<file path="src/rtl/march_bist_pkg.sv">
package march_bist_pkg;

  localparam int unsigned UWORD_W  = 7;
  localparam int unsigned PROG_LEN = 22;

  // bit 6 .. bit 0
  typedef struct packed {
    logic valid;
    logic first;
    logic mid;
    logic last;
    logic down;
    logic wr;
    logic ones;
  } uword_t;

  typedef enum logic [1:0] {
    SQ_LOAD = 2'd0,
    SQ_RUN  = 2'd1,
    SQ_DONE = 2'd2
  } seq_state_t;

  // Program word at a given store index; indices past the program are end words.
  function automatic uword_t march_ss_word(input int unsigned idx);
    uword_t      w;
    int unsigned elem;
    int unsigned pos;
    w = '0;
    if (idx == 0) begin
      w = '{valid: 1'b1, first: 1'b1, mid: 1'b0, last: 1'b1,
            down: 1'b0, wr: 1'b1, ones: 1'b0};
    end else if (idx == PROG_LEN - 1) begin
      w = '{valid: 1'b1, first: 1'b1, mid: 1'b0, last: 1'b1,
            down: 1'b0, wr: 1'b0, ones: 1'b0};
    end else if (idx < PROG_LEN - 1) begin
      elem    = (idx - 1) / 5;
      pos     = (idx - 1) % 5;
      w.valid = 1'b1;
      w.first = (pos == 0);
      w.last  = (pos == 4);
      w.mid   = (pos != 0) && (pos != 4);
      w.down  = (elem >= 2);
      w.wr    = (pos == 2) || (pos == 4);
      w.ones  = ((elem % 2) == 0) ? (pos == 4) : (pos != 4);
    end
    return w;
  endfunction

endpackage

</file>
<file path="src/rtl/march_ucode_store.sv">
module march_ucode_store
  import march_bist_pkg::*;
#(
  parameter int unsigned IPW = 5
) (
  input  logic [IPW-1:0] rd_addr,
  output uword_t         rd_word
);

  localparam int unsigned DEPTH = 1 << IPW;

  uword_t tbl [DEPTH];

  for (genvar gi = 0; gi < DEPTH; gi++) begin : g_word
    assign tbl[gi] = march_ss_word(gi);
  end

  assign rd_word = tbl[rd_addr];

endmodule

</file>
<file path="src/rtl/march_seq.sv">
module march_seq
  import march_bist_pkg::*;
#(
  parameter int unsigned ADDR_W = 4,
  parameter int unsigned IPW    = 5
) (
  input  logic              clk,
  input  logic              rst_n,
  output logic [IPW-1:0]    fetch_addr,
  input  uword_t            fetch_word,
  output logic              issue,
  output logic              op_wr,
  output logic              op_ones,
  output logic [ADDR_W-1:0] op_addr,
  output logic              done
);

  localparam logic [ADDR_W-1:0] ADDR_TOP = {ADDR_W{1'b1}};

  seq_state_t        state_q, state_n;
  logic [IPW-1:0]    ip_q, ip_n;
  logic [IPW-1:0]    base_q, base_n;
  uword_t            ir_q, ir_n;
  logic [ADDR_W-1:0] addr_q, addr_n;

  logic ld, run;
  logic ip_en, ir_en, base_en, addr_en;
  logic at_end, wrap, hold;
  logic [ADDR_W-1:0] step_addr, start_addr;

  always_comb begin
    ld         = (state_q == SQ_LOAD);
    run        = (state_q == SQ_RUN);
    at_end     = ir_q.down ? (addr_q == '0) : (addr_q == ADDR_TOP);
    wrap       = ir_q.last && !at_end;
    hold       = ir_q.mid || (ir_q.first && !ir_q.last);
    step_addr  = ir_q.down ? (addr_q - 1'b1) : (addr_q + 1'b1);

    if (ld)        fetch_addr = ip_q;
    else if (wrap) fetch_addr = base_q;
    else           fetch_addr = ip_q + 1'b1;

    start_addr = fetch_word.down ? ADDR_TOP : '0;

    ip_en   = run;
    ip_n    = fetch_addr;
    ir_en   = ld || run;
    ir_n    = fetch_word;
    base_en = (ld || run) && fetch_word.first;
    base_n  = fetch_addr;
    addr_en = ld || (run && !hold);
    addr_n  = (ld || at_end) ? start_addr : step_addr;

    state_n = state_q;
    if (ld || run) state_n = fetch_word.valid ? SQ_RUN : SQ_DONE;
  end

  always_ff @(posedge clk or negedge rst_n) begin
    if (!rst_n) state_q <= SQ_LOAD;
    else        state_q <= state_n;
  end

  always_ff @(posedge clk or negedge rst_n) begin
    if (!rst_n)     ip_q <= '0;
    else if (ip_en) ip_q <= ip_n;
  end

  always_ff @(posedge clk or negedge rst_n) begin
    if (!rst_n)       base_q <= '0;
    else if (base_en) base_q <= base_n;
  end

  always_ff @(posedge clk or negedge rst_n) begin
    if (!rst_n)     ir_q <= '0;
    else if (ir_en) ir_q <= ir_n;
  end

  always_ff @(posedge clk or negedge rst_n) begin
    if (!rst_n)       addr_q <= '0;
    else if (addr_en) addr_q <= addr_n;
  end

  assign issue   = run && ir_q.valid;
  assign op_wr   = ir_q.wr;
  assign op_ones = ir_q.ones;
  assign op_addr = addr_q;
  assign done    = (state_q == SQ_DONE);

endmodule

</file>
<file path="src/rtl/march_port_drv.sv">
module march_port_drv #(
  parameter int unsigned ADDR_W = 4,
  parameter int unsigned DATA_W = 8
) (
  input  logic              clk,
  input  logic              rst_n,
  input  logic              issue,
  input  logic              op_wr,
  input  logic              op_ones,
  input  logic [ADDR_W-1:0] op_addr,
  output logic              mem_we,
  output logic              mem_re,
  output logic [ADDR_W-1:0] mem_addr,
  output logic [DATA_W-1:0] mem_wdata
);

  logic              we_q, re_q, we_n, re_n;
  logic [ADDR_W-1:0] addr_q;
  logic [DATA_W-1:0] data_q, data_n;
  logic              rw_en, data_en, addr_en;

  always_comb begin
    rw_en   = issue || we_q || re_q;
    we_n    = issue && op_wr;
    re_n    = issue && !op_wr;
    data_en = issue;
    data_n  = op_ones ? {DATA_W{1'b1}} : {DATA_W{1'b0}};
    addr_en = issue;
  end

  always_ff @(posedge clk or negedge rst_n) begin
    if (!rst_n) begin
      we_q <= 1'b0;
      re_q <= 1'b0;
    end else if (rw_en) begin
      we_q <= we_n;
      re_q <= re_n;
    end
  end

  always_ff @(posedge clk or negedge rst_n) begin
    if (!rst_n)       data_q <= '0;
    else if (data_en) data_q <= data_n;
  end

  always_ff @(posedge clk or negedge rst_n) begin
    if (!rst_n)       addr_q <= '0;
    else if (addr_en) addr_q <= op_addr;
  end

  assign mem_we    = we_q;
  assign mem_re    = re_q;
  assign mem_addr  = addr_q;
  assign mem_wdata = data_q;

endmodule

</file>
<file path="src/rtl/march_fault_cmp.sv">
module march_fault_cmp #(
  parameter int unsigned ADDR_W = 4,
  parameter int unsigned DATA_W = 8
) (
  input  logic              clk,
  input  logic              rst_n,
  input  logic              rd_strobe,
  input  logic [ADDR_W-1:0] rd_addr,
  input  logic [DATA_W-1:0] rd_exp,
  input  logic [DATA_W-1:0] rd_data,
  output logic              fault,
  output logic [ADDR_W-1:0] fault_addr,
  output logic [DATA_W-1:0] fault_exp
);

  logic              pend_q;
  logic [ADDR_W-1:0] pend_addr_q;
  logic [DATA_W-1:0] pend_exp_q;
  logic              mismatch;
  logic              flt_q;
  logic [ADDR_W-1:0] flt_addr_q;
  logic [DATA_W-1:0] flt_exp_q;

  always_comb begin
    mismatch = pend_q && (rd_data != pend_exp_q);
  end

  always_ff @(posedge clk or negedge rst_n) begin
    if (!rst_n) pend_q <= 1'b0;
    else        pend_q <= rd_strobe;
  end

  always_ff @(posedge clk or negedge rst_n) begin
    if (!rst_n) begin
      pend_addr_q <= '0;
      pend_exp_q  <= '0;
    end else if (rd_strobe) begin
      pend_addr_q <= rd_addr;
      pend_exp_q  <= rd_exp;
    end
  end

  always_ff @(posedge clk or negedge rst_n) begin
    if (!rst_n) flt_q <= 1'b0;
    else        flt_q <= mismatch;
  end

  always_ff @(posedge clk or negedge rst_n) begin
    if (!rst_n) begin
      flt_addr_q <= '0;
      flt_exp_q  <= '0;
    end else if (mismatch) begin
      flt_addr_q <= pend_addr_q;
      flt_exp_q  <= pend_exp_q;
    end
  end

  assign fault      = flt_q;
  assign fault_addr = flt_addr_q;
  assign fault_exp  = flt_exp_q;

endmodule

</file>
<file path="src/rtl/march_bist_ctrl.sv">
module march_bist_ctrl
  import march_bist_pkg::*;
#(
  parameter int unsigned ADDR_W     = 4,
  parameter int unsigned DATA_W     = 8,
  parameter int unsigned PROG_DEPTH = 32
) (
  input  logic              clk,
  input  logic              rst_n,
  output logic              mem_we,
  output logic              mem_re,
  output logic [ADDR_W-1:0] mem_addr,
  output logic [DATA_W-1:0] mem_wdata,
  input  logic [DATA_W-1:0] mem_rdata,
  output logic              done,
  output logic              fault,
  output logic [ADDR_W-1:0] fault_addr,
  output logic [DATA_W-1:0] fault_exp
);

  localparam int unsigned IPW = $clog2(PROG_DEPTH);

  logic [1:0]        rst_sync_q;
  logic              rst_int_n;
  logic [IPW-1:0]    fetch_addr;
  uword_t            fetch_word;
  logic              issue, op_wr, op_ones;
  logic [ADDR_W-1:0] op_addr;

  always_ff @(posedge clk or negedge rst_n) begin
    if (!rst_n) rst_sync_q <= 2'b00;
    else        rst_sync_q <= {rst_sync_q[0], 1'b1};
  end

  assign rst_int_n = rst_sync_q[1];

  march_ucode_store #(.IPW(IPW)) u_store (
    .rd_addr (fetch_addr),
    .rd_word (fetch_word)
  );

  march_seq #(.ADDR_W(ADDR_W), .IPW(IPW)) u_seq (
    .clk        (clk),
    .rst_n      (rst_int_n),
    .fetch_addr (fetch_addr),
    .fetch_word (fetch_word),
    .issue      (issue),
    .op_wr      (op_wr),
    .op_ones    (op_ones),
    .op_addr    (op_addr),
    .done       (done)
  );

  march_port_drv #(.ADDR_W(ADDR_W), .DATA_W(DATA_W)) u_drv (
    .clk       (clk),
    .rst_n     (rst_int_n),
    .issue     (issue),
    .op_wr     (op_wr),
    .op_ones   (op_ones),
    .op_addr   (op_addr),
    .mem_we    (mem_we),
    .mem_re    (mem_re),
    .mem_addr  (mem_addr),
    .mem_wdata (mem_wdata)
  );

  march_fault_cmp #(.ADDR_W(ADDR_W), .DATA_W(DATA_W)) u_cmp (
    .clk        (clk),
    .rst_n      (rst_int_n),
    .rd_strobe  (mem_re),
    .rd_addr    (mem_addr),
    .rd_exp     (mem_wdata),
    .rd_data    (mem_rdata),
    .fault      (fault),
    .fault_addr (fault_addr),
    .fault_exp  (fault_exp)
  );

endmodule

</file>
<file path="config.mk">
export PLATFORM = sky130hd
export DESIGN_NAME = march_bist_ctrl
export DESIGN_NICKNAME = d
export VERILOG_FILES = /design/src/rtl/march_bist_pkg.sv /design/src/rtl/march_ucode_store.sv /design/src/rtl/march_seq.sv /design/src/rtl/march_port_drv.sv /design/src/rtl/march_fault_cmp.sv /design/src/rtl/march_bist_ctrl.sv
export SDC_FILE = /design/constraint.sdc
export NUM_CORES = 1
export LEC_CHECK = 0
export BUFFER_PORTS_ARGS = -buffer_cell sky130_fd_sc_hd__buf_2
export CAP_MARGIN = 20
export CORE_ASPECT_RATIO = 1.4
export CORE_MARGIN = 1
export CORE_UTILIZATION = 40
export CTS_CLUSTER_SIZE = 8
export DETAILED_ROUTE_END_ITERATION = 10
export GPL_ROUTABILITY_DRIVEN = 0
export HOLD_SLACK_MARGIN = 0.08
export PLACE_DENSITY = 0.64
export SYNTH_ARGS = -nofsm -noshare
export SYNTH_HDL_FRONTEND = slang
export SYNTH_SLANG_ARGS = --single-unit
</file>
<file path="constraint.sdc">
create_clock -name clk -period 1.4 [get_ports clk]
set_input_delay 0 -clock clk [delete_from_list [all_inputs] [get_ports clk]]
set_output_delay 0 -clock clk [all_outputs]
set_load 0.01 [all_outputs]
</file>
# Word-level counts from Yosys, hierarchy flattened
# Memory sizes are Yosys's and may differ from the RTL's.
# Cells that the tools add are included.
totals:
  reg_bits: 65
  mem_bits_ro: 224
  in_bits: 10
  out_inout_bits: 28
  elab_cells: 62
  mem_count: 1
classes:
  n_addsub: 3
  magnitude_cmp: 1
  n_eq_ne: 4
  n_mux: 10
  bitwise: 1
  n_reduce_logical: 20
mem_list:
  columns: ["memory", "depth", "word_bits", "rd", "rd_clocked_by_memory_dff", "write_ports", "line", "source"]
  rows:
  - ["(no name shown)", 32, 7, 1, 0, 0, "march_ucode_store.sv:18", "assign rd_word = tbl[rd_addr];"]
ops:
  columns: ["op", "count"]
  rows:
  - ["7-bit 2-to-1 mux", 2]
  - ["4-bit 2-to-1 mux", 3]
  - ["5-bit 2-to-1 mux", 2]
  - ["1-bit logical AND", 8]
  - ["8-bit 2-to-1 mux", 1]
  - ["8-bit != test", 1]
  - ["6-bit greater-or-equal comparator, second input constant", 1]
  - ["1-bit logical OR", 6]
  - ["5-bit inverter with 6-bit output", 1]
  - ["5-bit by 1-bit adder with 5-bit output, second input constant", 1]
  - ["4-bit by 1-bit adder with 4-bit output, second input constant", 1]
  - ["4-bit equality test, second input constant", 1]
  - ["1-bit logical NOT", 4]
  - ["4-bit logical NOT", 1]
  - ["4-bit by 1-bit subtractor with 4-bit output, second input constant", 1]
  - ["2-bit by 1-bit equality test with 1-bit output, second input constant", 1]
  - ["2-bit equality test, second input constant", 1]
  - ["2-bit logical NOT", 1]
  - ["2-bit 2-to-1 mux", 1]
  - ["1-bit 2-to-1 mux", 1]

# Logic depth before layout (Yosys ltp)
# Gate-level depths: netlist (run 1).
logic_depth:
  ltp_word: 12
  mapped_depth: 10
  mapped_depth_nobuf: 10

# Hierarchy
# A second synthesis (run 1) with hierarchy kept.
unflattened:
  hier_cells: 273
  hier_area_um2: 3071.7
by_module_without_submodules:
  columns: ["mod", "instances", "cells_each", "area_each_um2", "seq_area_each_um2"]
  rows:
  - ["march_seq", 1, 137, 1282.5, 550.5]
  - ["march_fault_cmp", 1, 64, 1032.2, 650.6]
  - ["march_ucode_store", 1, 47, 376.6, 0.0]
  - ["march_port_drv", 1, 22, 326.6, 175.2]
  - ["march_bist_ctrl", 1, 3, 53.8, 50.0]

# Worst setup path before layout (run 1)
# OpenSTA, ideal clock, no wires.
synth_path:
  path_kind: "register to register"
  start: "register u_seq.addr_q[0] (netlist: u_seq.op_addr[0])"
  end: "register u_seq.base_q[0]"
  setup_time_ns: 0.125
  arrival_ns: 2.895
  t_required_ns: 1.275
  path_slack_ns: -1.620
  stages_incl_launch_ff: 10
  path_buffers: 0
  synth_period_minus_slack_ns: 3.020
  path_cell_list: "dfrtp_1 > or4b_4 > mux2_4 > a211oi_1 > a211o_1 > ha_1 > nand3_1 > a211oi_4 > nand2b_2 > mux2_4"
synth_via:
  elab_chain_len: 11
  word_cells_on_any_way: 12
  classes_between: "eq/ne (1); mux (5); bitwise (1); reduce/logical (4); memory (1)"
synth_lines:
  columns: ["item", "line", "source"]
  rows:
  - ["start: declaration", "march_seq.sv:24", "logic [ADDR_W-1:0] addr_q, addr_n;"]
  - ["start signal: assignment", "march_seq.sv:80", "else if (addr_en) addr_q <= addr_n;"]
  - ["4-bit equality test / 4-bit logical NOT (equally long branches)", "march_seq.sv:34", "at_end = ir_q.down ? (addr_q == '0) : (addr_q == ADDR_TOP);"]
  - ["1-bit 2-to-1 mux (*)", "march_seq.sv:34", null]
  - ["1-bit logical NOT (*)", "march_seq.sv:35", "wrap = ir_q.last && !at_end;"]
  - ["1-bit logical AND (*)", "march_seq.sv:35", null]
  - ["5-bit 2-to-1 mux (*)", "march_seq.sv:40", "else if (wrap) fetch_addr = base_q;"]
  - ["5-bit 2-to-1 mux (*)", "march_seq.sv:39", "if (ld) fetch_addr = ip_q;"]
  - ["5-bit inverter with 6-bit output (implied by the code)", "march_ucode_store.sv:18", null]
  - ["memory 32 x 7 bit", null, null]
  - ["7-bit 2-to-1 mux (implied by the code) (2 in a row)", "march_ucode_store.sv:18", null]
  - ["1-bit logical AND", "march_seq.sv:49", "base_en = (ld || run) && fetch_word.first;"]
  - ["end signal: assignment", "march_seq.sv:70", "else if (base_en) base_q <= base_n;"]
  - ["end: declaration", "march_seq.sv:22", "logic [IPW-1:0] base_q, base_n;"]
# Every way passes the cells marked *; elsewhere a longest branch is shown, timed or not. The select of a mux whose other input is x is not followed.
# A chain may end at the register's enable or synchronous reset.

# Worst setup path after layout (run 1)
layout_path:
  start: "register u_seq.addr_q[0] (netlist: u_seq.op_addr[0])"
  end: "register u_seq.base_q[1]"
# The elaborated chain is that of the path after synthesis.

==> flow_summary.toml, run 1 <==
[run_status]
run_status = "finished with violations"
failed_checks = "negative setup slack"

[critical_path]
critical_path.endpoint_type = "flip-flop"
timing.critical_path.from_type = "flip-flop"
cp_max_fo = 4
cp_data_arrival_time_ns = 3.04
worst_ep_required_time_ns = 1.60
cell_chain_of_the_critical_path = "or4b_4, mux2i_2, buf_6, o21ai_4, a2bb2oi_4, buf_4, buf_6, ha_4, mux2i_4, a2bb2oi_4, nand2b_4, mux2_4"
worst_path_largest_cell_delay_ns = 0.54
critical_path_buf_inv_count = 3
worst_path_slowest_cell = "sky130_fd_sc_hd__or4b_4"
worst_path_dominant_cell_family = "multiplexers"
timing.setup.critical_path_class = "reg2reg"

[placement]
placement.io_buffers = 37
placement.setup.worst_slack_ns = -1.45
dp.final_hpwl_um = 4980

[timing]
clock-skew-final_ns = 0.0165
finalCriticalPeriod_ns = 2.84
grt_setup_unrepaired = "yes"
timing.final.setup_violations = 22
final.period_utilization = 2.03
holdWs_ns = 0.235
slew-limit-headroom = 0.660
timing.final.ws_setup_ns = -1.44
clock.fmax_mhz = 352
hold_violations = 0
final-max-slew-violation-count = 0
tns_ns = -23.90
tightestPinTransition_ns = 0.502

[synth]
synth_seq_cells = 43
postSynth.asyncResetShare = 1.00
synth_nets = 278
postSynth.topFlopCell = "sky130_fd_sc_hd__dfrtp_1"
yosysSeqAreaShare = 0.417
synthesis.area_per_instance_um2 = 9.85
ys_types = 66
syn_area_mm2 = 0.00258
synth-edff-count = 0
ys_warn_count = 0
syn-instance-count = 262

[die]
die_width_um = 69.9
initial_utilization = 0.416
die_y_um = 97.1
number_of_placement_rows = 34
design.core.area_mm2 = 0.00621
io_count = 38
fp.dieArea_mm2 = 0.00678

[routing]
drt-pass1-iter-count = 4
remaining_drc_errors = 0
count_of_routing_violations_after_the_opening_detailed_route_iteration = 159
via_per_inst = 5.52
totalWireLength_um = 7140
drt.antenna.violating_nets = 0
vias = 2414
drt-wirelength-per-cell_um = 16.3

[pwr]
total_leakage_power_uw = 0.00177
fin_total_pwr_uw = 2140
max-vdd-ir-drop_v = 0.000443
power.density_mw_per_mm2 = 554

[clock_tree]
cts-root-to-sink-buffers = 2
worstSkewPairLatency_ns = 0.31
clock-root-buffer = "sky130_fd_sc_hd__clkbuf_8"
clkTransAtPathRegs_ns = 0.10
tritoncts.num_buffers = 5
clock_tree_from_tritoncts = "yes"
clock_sinks = 43
cts_htree_levels = 2

[grt]
globalRouteTotalUtil = 0.211
antenna_found_initial = 0
grt-ovfl-total = 0
grt_max_degree = 42
grt_first_pass_wirelength_um = 11400
first_global_vias = 2344

[final_layout]
design.final.nets = 380
layout.cells.most_common_list = "sky130_fd_sc_hd__buf_4, sky130_fd_sc_hd__dfrtp_1, sky130_fd_sc_hd__buf_2"
insertedDiodeCount = 0
mostFrequentLayoutCell = "sky130_fd_sc_hd__buf_4"
area_growth_from_synthesis_to_layout_pct = 49.5
layout-drive-gt1-share = 0.537
fin_util = 0.621

[run]
maxCapViolations = 0

[min_path]
min_path_type = "reg2async"
-- metrics by stage --
step | area [um2] | instances
2_1_floorplan | 2630 | 262
3_3_place_gp | 3280 | 413
3_5_place_dp | 3280 | 413
4_1_cts | 3600 | 430
5_1_grt | 3860 | 437
6_report | 3860 | 437
-- metal layers --
layer | track usage | vias up | share of wire | routed length (um)
met5 | 0 | - | 0 | 0
met4 | 0.0923 | 0 | 0.028 | 201
met3 | 0.0249 | 15 | 0.039 | 280
met2 | 0.367 | 81 | 0.54 | 3860
met1 | 0.259 | 1174 | 0.39 | 2800
li1 | - | 1144 | - | -
-- flip-flops by register name, indices dropped and copies added (netlist names) --
signal             cells
u_seq.base_q           5
u_seq.ip_q             5
u_cmp.fault_addr       4
u_cmp.pend_addr_q      4
u_drv.mem_addr         4
u_seq.ir_q             4
u_seq.op_addr          4
rst_sync_q             2
u_seq.state_q          2
u_cmp.fault            1
u_cmp.fault_exp        1
u_cmp.pend_exp_q       1
u_cmp.pend_q           1
u_drv.mem_re           1
u_drv.mem_wdata        1
u_drv.mem_we           1
u_seq.op_ones          1
u_seq.op_wr            1
-- cells by family (layout without fill, tap and decap cells) --
kind of cell	after synthesis	after routing	synth area share
adders and majority gates	6	6	0.0320
and+or+nand+nor	83	83	0.163
buffers and inverters	35	138	0.0737
muxes	22	22	0.106
DFF	43	43	0.417
AOI/OAI and AO/OA	70	70	0.201
other	1	1	0.00145
xor gates and xnor gates	2	2	0.00679
-- cell usage after synthesis (2+ instances only) --
| cell | n | area (um2) |
|---|---|---|
| sky130_fd_sc_hd__a211oi_1 | 2 | 15.0 |
| sky130_fd_sc_hd__o221ai_1 | 3 | 26.3 |
| sky130_fd_sc_hd__nand2_2 | 2 | 12.5 |
| sky130_fd_sc_hd__clkbuf_1 | 7 | 26.3 |
| sky130_fd_sc_hd__o22a_1 | 2 | 17.5 |
| sky130_fd_sc_hd__nor2_1 | 26 | 97.6 |
| sky130_fd_sc_hd__nand2_1 | 18 | 67.6 |
| sky130_fd_sc_hd__buf_4 | 14 | 105 |
| sky130_fd_sc_hd__nor3b_1 | 2 | 15.0 |
| sky130_fd_sc_hd__nand3_1 | 6 | 30.0 |
| sky130_fd_sc_hd__inv_1 | 10 | 37.5 |
| sky130_fd_sc_hd__nor2b_1 | 2 | 12.5 |
| sky130_fd_sc_hd__a31oi_1 | 3 | 18.8 |
| sky130_fd_sc_hd__mux2_4 | 3 | 45.0 |
| sky130_fd_sc_hd__nand4_1 | 2 | 12.5 |
| sky130_fd_sc_hd__nor3_1 | 6 | 30.0 |
| sky130_fd_sc_hd__and3_1 | 3 | 18.8 |
| sky130_fd_sc_hd__or3_1 | 2 | 12.5 |
| sky130_fd_sc_hd__a22oi_1 | 2 | 15.0 |
| sky130_fd_sc_hd__o21ai_0 | 13 | 65.1 |
| sky130_fd_sc_hd__ha_1 | 5 | 62.6 |
| sky130_fd_sc_hd__mux2_2 | 16 | 180 |
| sky130_fd_sc_hd__nand4b_1 | 2 | 17.5 |
| sky130_fd_sc_hd__nand2b_1 | 2 | 12.5 |
| sky130_fd_sc_hd__a21oi_1 | 17 | 85.1 |
| sky130_fd_sc_hd__a32oi_1 | 2 | 17.5 |
| sky130_fd_sc_hd__o22ai_1 | 5 | 31.3 |
| sky130_fd_sc_hd__dfrtp_1 | 43 | 1080 |
| sky130_fd_sc_hd__inv_4 | 2 | 12.5 |
| sky130_fd_sc_hd__a21o_1 | 4 | 30.0 |
-- path summary, 6_finish.rpt --
path                                   from             endpoint  slack, ns  cells past startpoint
setup / recovery           u_seq.op_addr[0]      u_seq.base_q[1]      -1.44                     12
hold / removal                rst_sync_q[1]  u_cmp.fault_addr[1]       0.23                      1
setup reg to reg           u_seq.op_addr[0]      u_seq.base_q[1]      -1.44                     12
hold reg to reg               rst_sync_q[1]  u_cmp.fault_addr[1]       0.23                      1
max in group asynchronous             rst_n        rst_sync_q[1]       0.68                      3
min in group clk               mem_rdata[2]          u_cmp.fault       0.34                      4
-- cell type report --
cell class / instances / area (um2)
multi-input combinational: 184 / 1670
tap: 72 / 90.1
clock buffer: 5 / 68.8
clock inverter: 3 / 23.8
timing repair buffer: 118 / 877
sequential: 43 / 1080
fill: 489 / 2350
inverter: 12 / 50.0
-- where the power goes --
| group | internal, uW | switching, uW | total, uW |
|---|---|---|---|
| registers | 1240 | 1.77 | 1250 |
| logic | 23.8 | 36.3 | 60.1 |
| clock network | 357 | 474 | 831 |
-- what timing repair did --
action	4_1_cts	5_1_grt
gates cloned	0	1
hold buffers	3	1
endpoints found under the hold margin	3	1
setup buffers	6	5
gates resized for setup	36	42
endpoints found under the setup margin	27	27
pin swaps	7	17
No activity file was read; power rests on OpenSTA's default activity.
==> inputs of run 2 (changes only) <==
--- a/config.mk
+++ b/config.mk
@@ -9,12 +9,13 @@
 export CAP_MARGIN = 20
 export CORE_ASPECT_RATIO = 1.4
 export CORE_MARGIN = 1
-export CORE_UTILIZATION = 40
+export CORE_UTILIZATION = 50
 export CTS_CLUSTER_SIZE = 8
 export DETAILED_ROUTE_END_ITERATION = 10
 export GPL_ROUTABILITY_DRIVEN = 0
 export HOLD_SLACK_MARGIN = 0.08
-export PLACE_DENSITY = 0.64
+export PLACE_DENSITY = 0.76
 export SYNTH_ARGS = -nofsm -noshare
 export SYNTH_HDL_FRONTEND = slang
 export SYNTH_SLANG_ARGS = --single-unit
+export TNS_END_PERCENT = 100
==> flow_summary.toml, run 2 (synthesis results as in run 1) <==
[run_status]
run_status = "finished with violations"
failed_checks = "negative setup slack"

[critical_path]
cp_data_arrival_time_ns = 3.00
r2r_slack_ns = -1.41
timing.setup.critical_path_class = "reg2reg"
critical_path.endpoint_type = "flip-flop"
cp_max_fo = 5
timing.critical_path.from_type = "flip-flop"
beginning_of_the_worst_register_to_register_path = "u_seq.op_addr[1]"
worstReg2RegEnd = "u_seq.base_q[1]"
ff2ff_path_depth = 10
worst_ep_required_time_ns = 1.59

[min_path]
min_path_type = "in2reg"
min_to = "u_cmp.fault"
holdPathStages = 3
worstHoldStart = "mem_rdata[0]"

[die]
number_of_placement_rows = 30
initial_utilization = 0.525
die_y_um = 87.0
io_count = 38
die_width_um = 62.7
fp.dieArea_mm2 = 0.00546
design.core.area_mm2 = 0.00492

[final_layout]
design.final.nets = 384
fin_util = 0.780
final_cell_area_mm2 = 0.00384
layout-drive-gt1-share = 0.547
insertedDiodeCount = 0
sequential_cell_area_mm2 = 0.00108
top_regs = "u_seq.base_q x5, u_seq.ip_q x5"
area_growth_from_synthesis_to_layout_pct = 48.6
mostFrequentLayoutCell = "sky130_fd_sc_hd__buf_4"
fillCellCount = 288
final_cells = 433
area_taken_by_multi_input_logic_gates_mm2 = 0.00163
layout.cells.most_common_list = "sky130_fd_sc_hd__buf_4, sky130_fd_sc_hd__dfrtp_1, sky130_fd_sc_hd__buf_2"

[pwr]
seq_power_share = 0.591
max-vdd-ir-drop_v = 0.000389
power.internal_uw = 1620
total_leakage_power_uw = 0.00178
share_clk_of_total_power = 0.382
switching_power_uw = 486
fin_total_pwr_uw = 2110
comb_power_share = 0.027
power.density_mw_per_mm2 = 549
switching_share = 0.231

[run]
maxCapViolations = 0

[clock_tree]
cts-root-to-sink-buffers = 2
cts_htree_levels = 2
clock-root-buffer = "sky130_fd_sc_hd__clkbuf_8"
clock_sinks = 43
worstSkewPairLatency_ns = 0.30
clock_tree_from_tritoncts = "yes"
clkTransAtPathRegs_ns = 0.09
tritoncts.num_buffers = 5

[placement]
placement.io_buffers = 37
post-place-cells = 410
dp.final_hpwl_um = 4980
detailed_place.area_mm2 = 0.00331

[grt]
fraction_of_met3_tracks_used_by_global_routing = 0.0380
antenna_found_initial = 0
grt-ovfl-total = 0
first_global_vias = 2348
grt_most_used_layer = "met2"
globalRouteTotalUtil = 0.263
grt_first_pass_wirelength_um = 10900
globalRouteMet1Util = 0.274
groute.layer.met2.usage = 0.509
grt_max_degree = 42

[routing]
drt-wirelength-per-cell_um = 16.9
remaining_drc_errors = 0
vias = 2483
drt.antenna.violating_nets = 0
count_of_routing_violations_after_the_opening_detailed_route_iteration = 91
drt-pass1-iter-count = 4
totalWireLength_um = 7300
via_per_inst = 5.73

[timing]
final-max-slew-violation-count = 0
grt_setup_unrepaired = "yes"
hold_violations = 0
final.period_utilization = 2.01
slew-limit-headroom = 0.614
timing.final.setup_violations = 22
timing.final.ws_setup_ns = -1.41
clock-skew-final_ns = 0.00838
finalCriticalPeriod_ns = 2.81
tightestPinTransition_ns = 0.569
clock.fmax_mhz = 356
[run 2: cell types whose count changed in the layout (fill, tap and decap cells not counted), moves of 2 or more]
cell	before	now
sky130_fd_sc_hd__mux2_4	8	5
sky130_fd_sc_hd__mux2_2	12	14
sky130_fd_sc_hd__nand3_2	0	2
sky130_fd_sc_hd__dlygate4sd3_1	4	2
sky130_fd_sc_hd__buf_4	63	67
sky130_fd_sc_hd__buf_6	11	13
[run 2: critical path: stages (launching register included)]
cell	delay, ns
sky130_fd_sc_hd__dfrtp_1	0.38
sky130_fd_sc_hd__or4b_4	0.55
sky130_fd_sc_hd__mux2_4	0.33
sky130_fd_sc_hd__a211oi_2	0.22
sky130_fd_sc_hd__a211o_4	0.17
sky130_fd_sc_hd__inv_4	0.05
sky130_fd_sc_hd__ha_4	0.18
sky130_fd_sc_hd__mux2i_4	0.23
sky130_fd_sc_hd__a2bb2oi_4	0.21
sky130_fd_sc_hd__nand2b_4	0.08
sky130_fd_sc_hd__mux2_4	0.30
[run 2: power by group through the flow]
stage / registers, uW / clock network [uW] / logic, uW
final: 1250 / 805 / 56.2
after global routing: 1250 / 870 / 63.9
after global placement: 1270 / 0 / 46.8
after floorplan: 1290 / 0 / 2.76
after detailed placement: 1270 / 0 / 49.2
after CTS: 1250 / 824 / 54.8
[run 2: area by class of cell]
cell class / count / area share
repair buffers: 122 / 0.237
inverters: 12 / 0.0130
multi-input cells: 184 / 0.424
clock inverters: 3 / 0.00620
clock buffers: 5 / 0.0179
well taps: 64 / 0.0209
flip-flops and latches: 43 / 0.281
[run 2: timing repair]
item                       CTS  global route
buffers inserted             6             9
resized for setup           30            43
gates cloned                 0             0
pin swaps                   12             8
hold endpoints to repair     2             0
setup endpoints to repair   27            33
hold buffers                 2             0
[run 2: how the worst max path moves through the flow]
stage	from	end	slack [ns]	depth (start not counted)
2_1_floorplan	u_seq.op_addr[1]	u_seq.base_q[0]	-1.44	10
3_3_place_gp	u_seq.op_addr[3]	u_seq.base_q[1]	-1.38	10
3_5_place_dp	u_seq.op_addr[3]	u_seq.base_q[0]	-1.43	10
4_1_cts	u_seq.op_addr[1]	u_seq.ir_q[4]	-1.37	10
5_1_grt	u_seq.op_addr[1]	u_seq.base_q[1]	-1.48	10
6_report	u_seq.op_addr[1]	u_seq.base_q[1]	-1.41	10
[run 2: per-layer routing]
| metal | share of wire | up-vias | wire [um] |
|---|---|---|---|
| met1 | 0.38 | 1222 | 2790 |
| met3 | 0.037 | 18 | 267 |
| met4 | 0.033 | 0 | 238 |
| met5 | 0 | - | 0 |
| li1 | - | 1160 | - |
| met2 | 0.55 | 83 | 4010 |
[run 2: metrics by stage]
step | setup slack, ns | TNS (ns) | hold slack (ns)
after CTS | -1.37 | -23.77 | 0.205
after detailed placement | -1.43 | -25.44 | -0.210
after global routing | -1.48 | -25.51 | 0.199
final | -1.41 | -23.69 | 0.188
after global placement | -1.38 | -23.76 | -0.215
after floorplan | -1.44 | -22.07 | -0.296
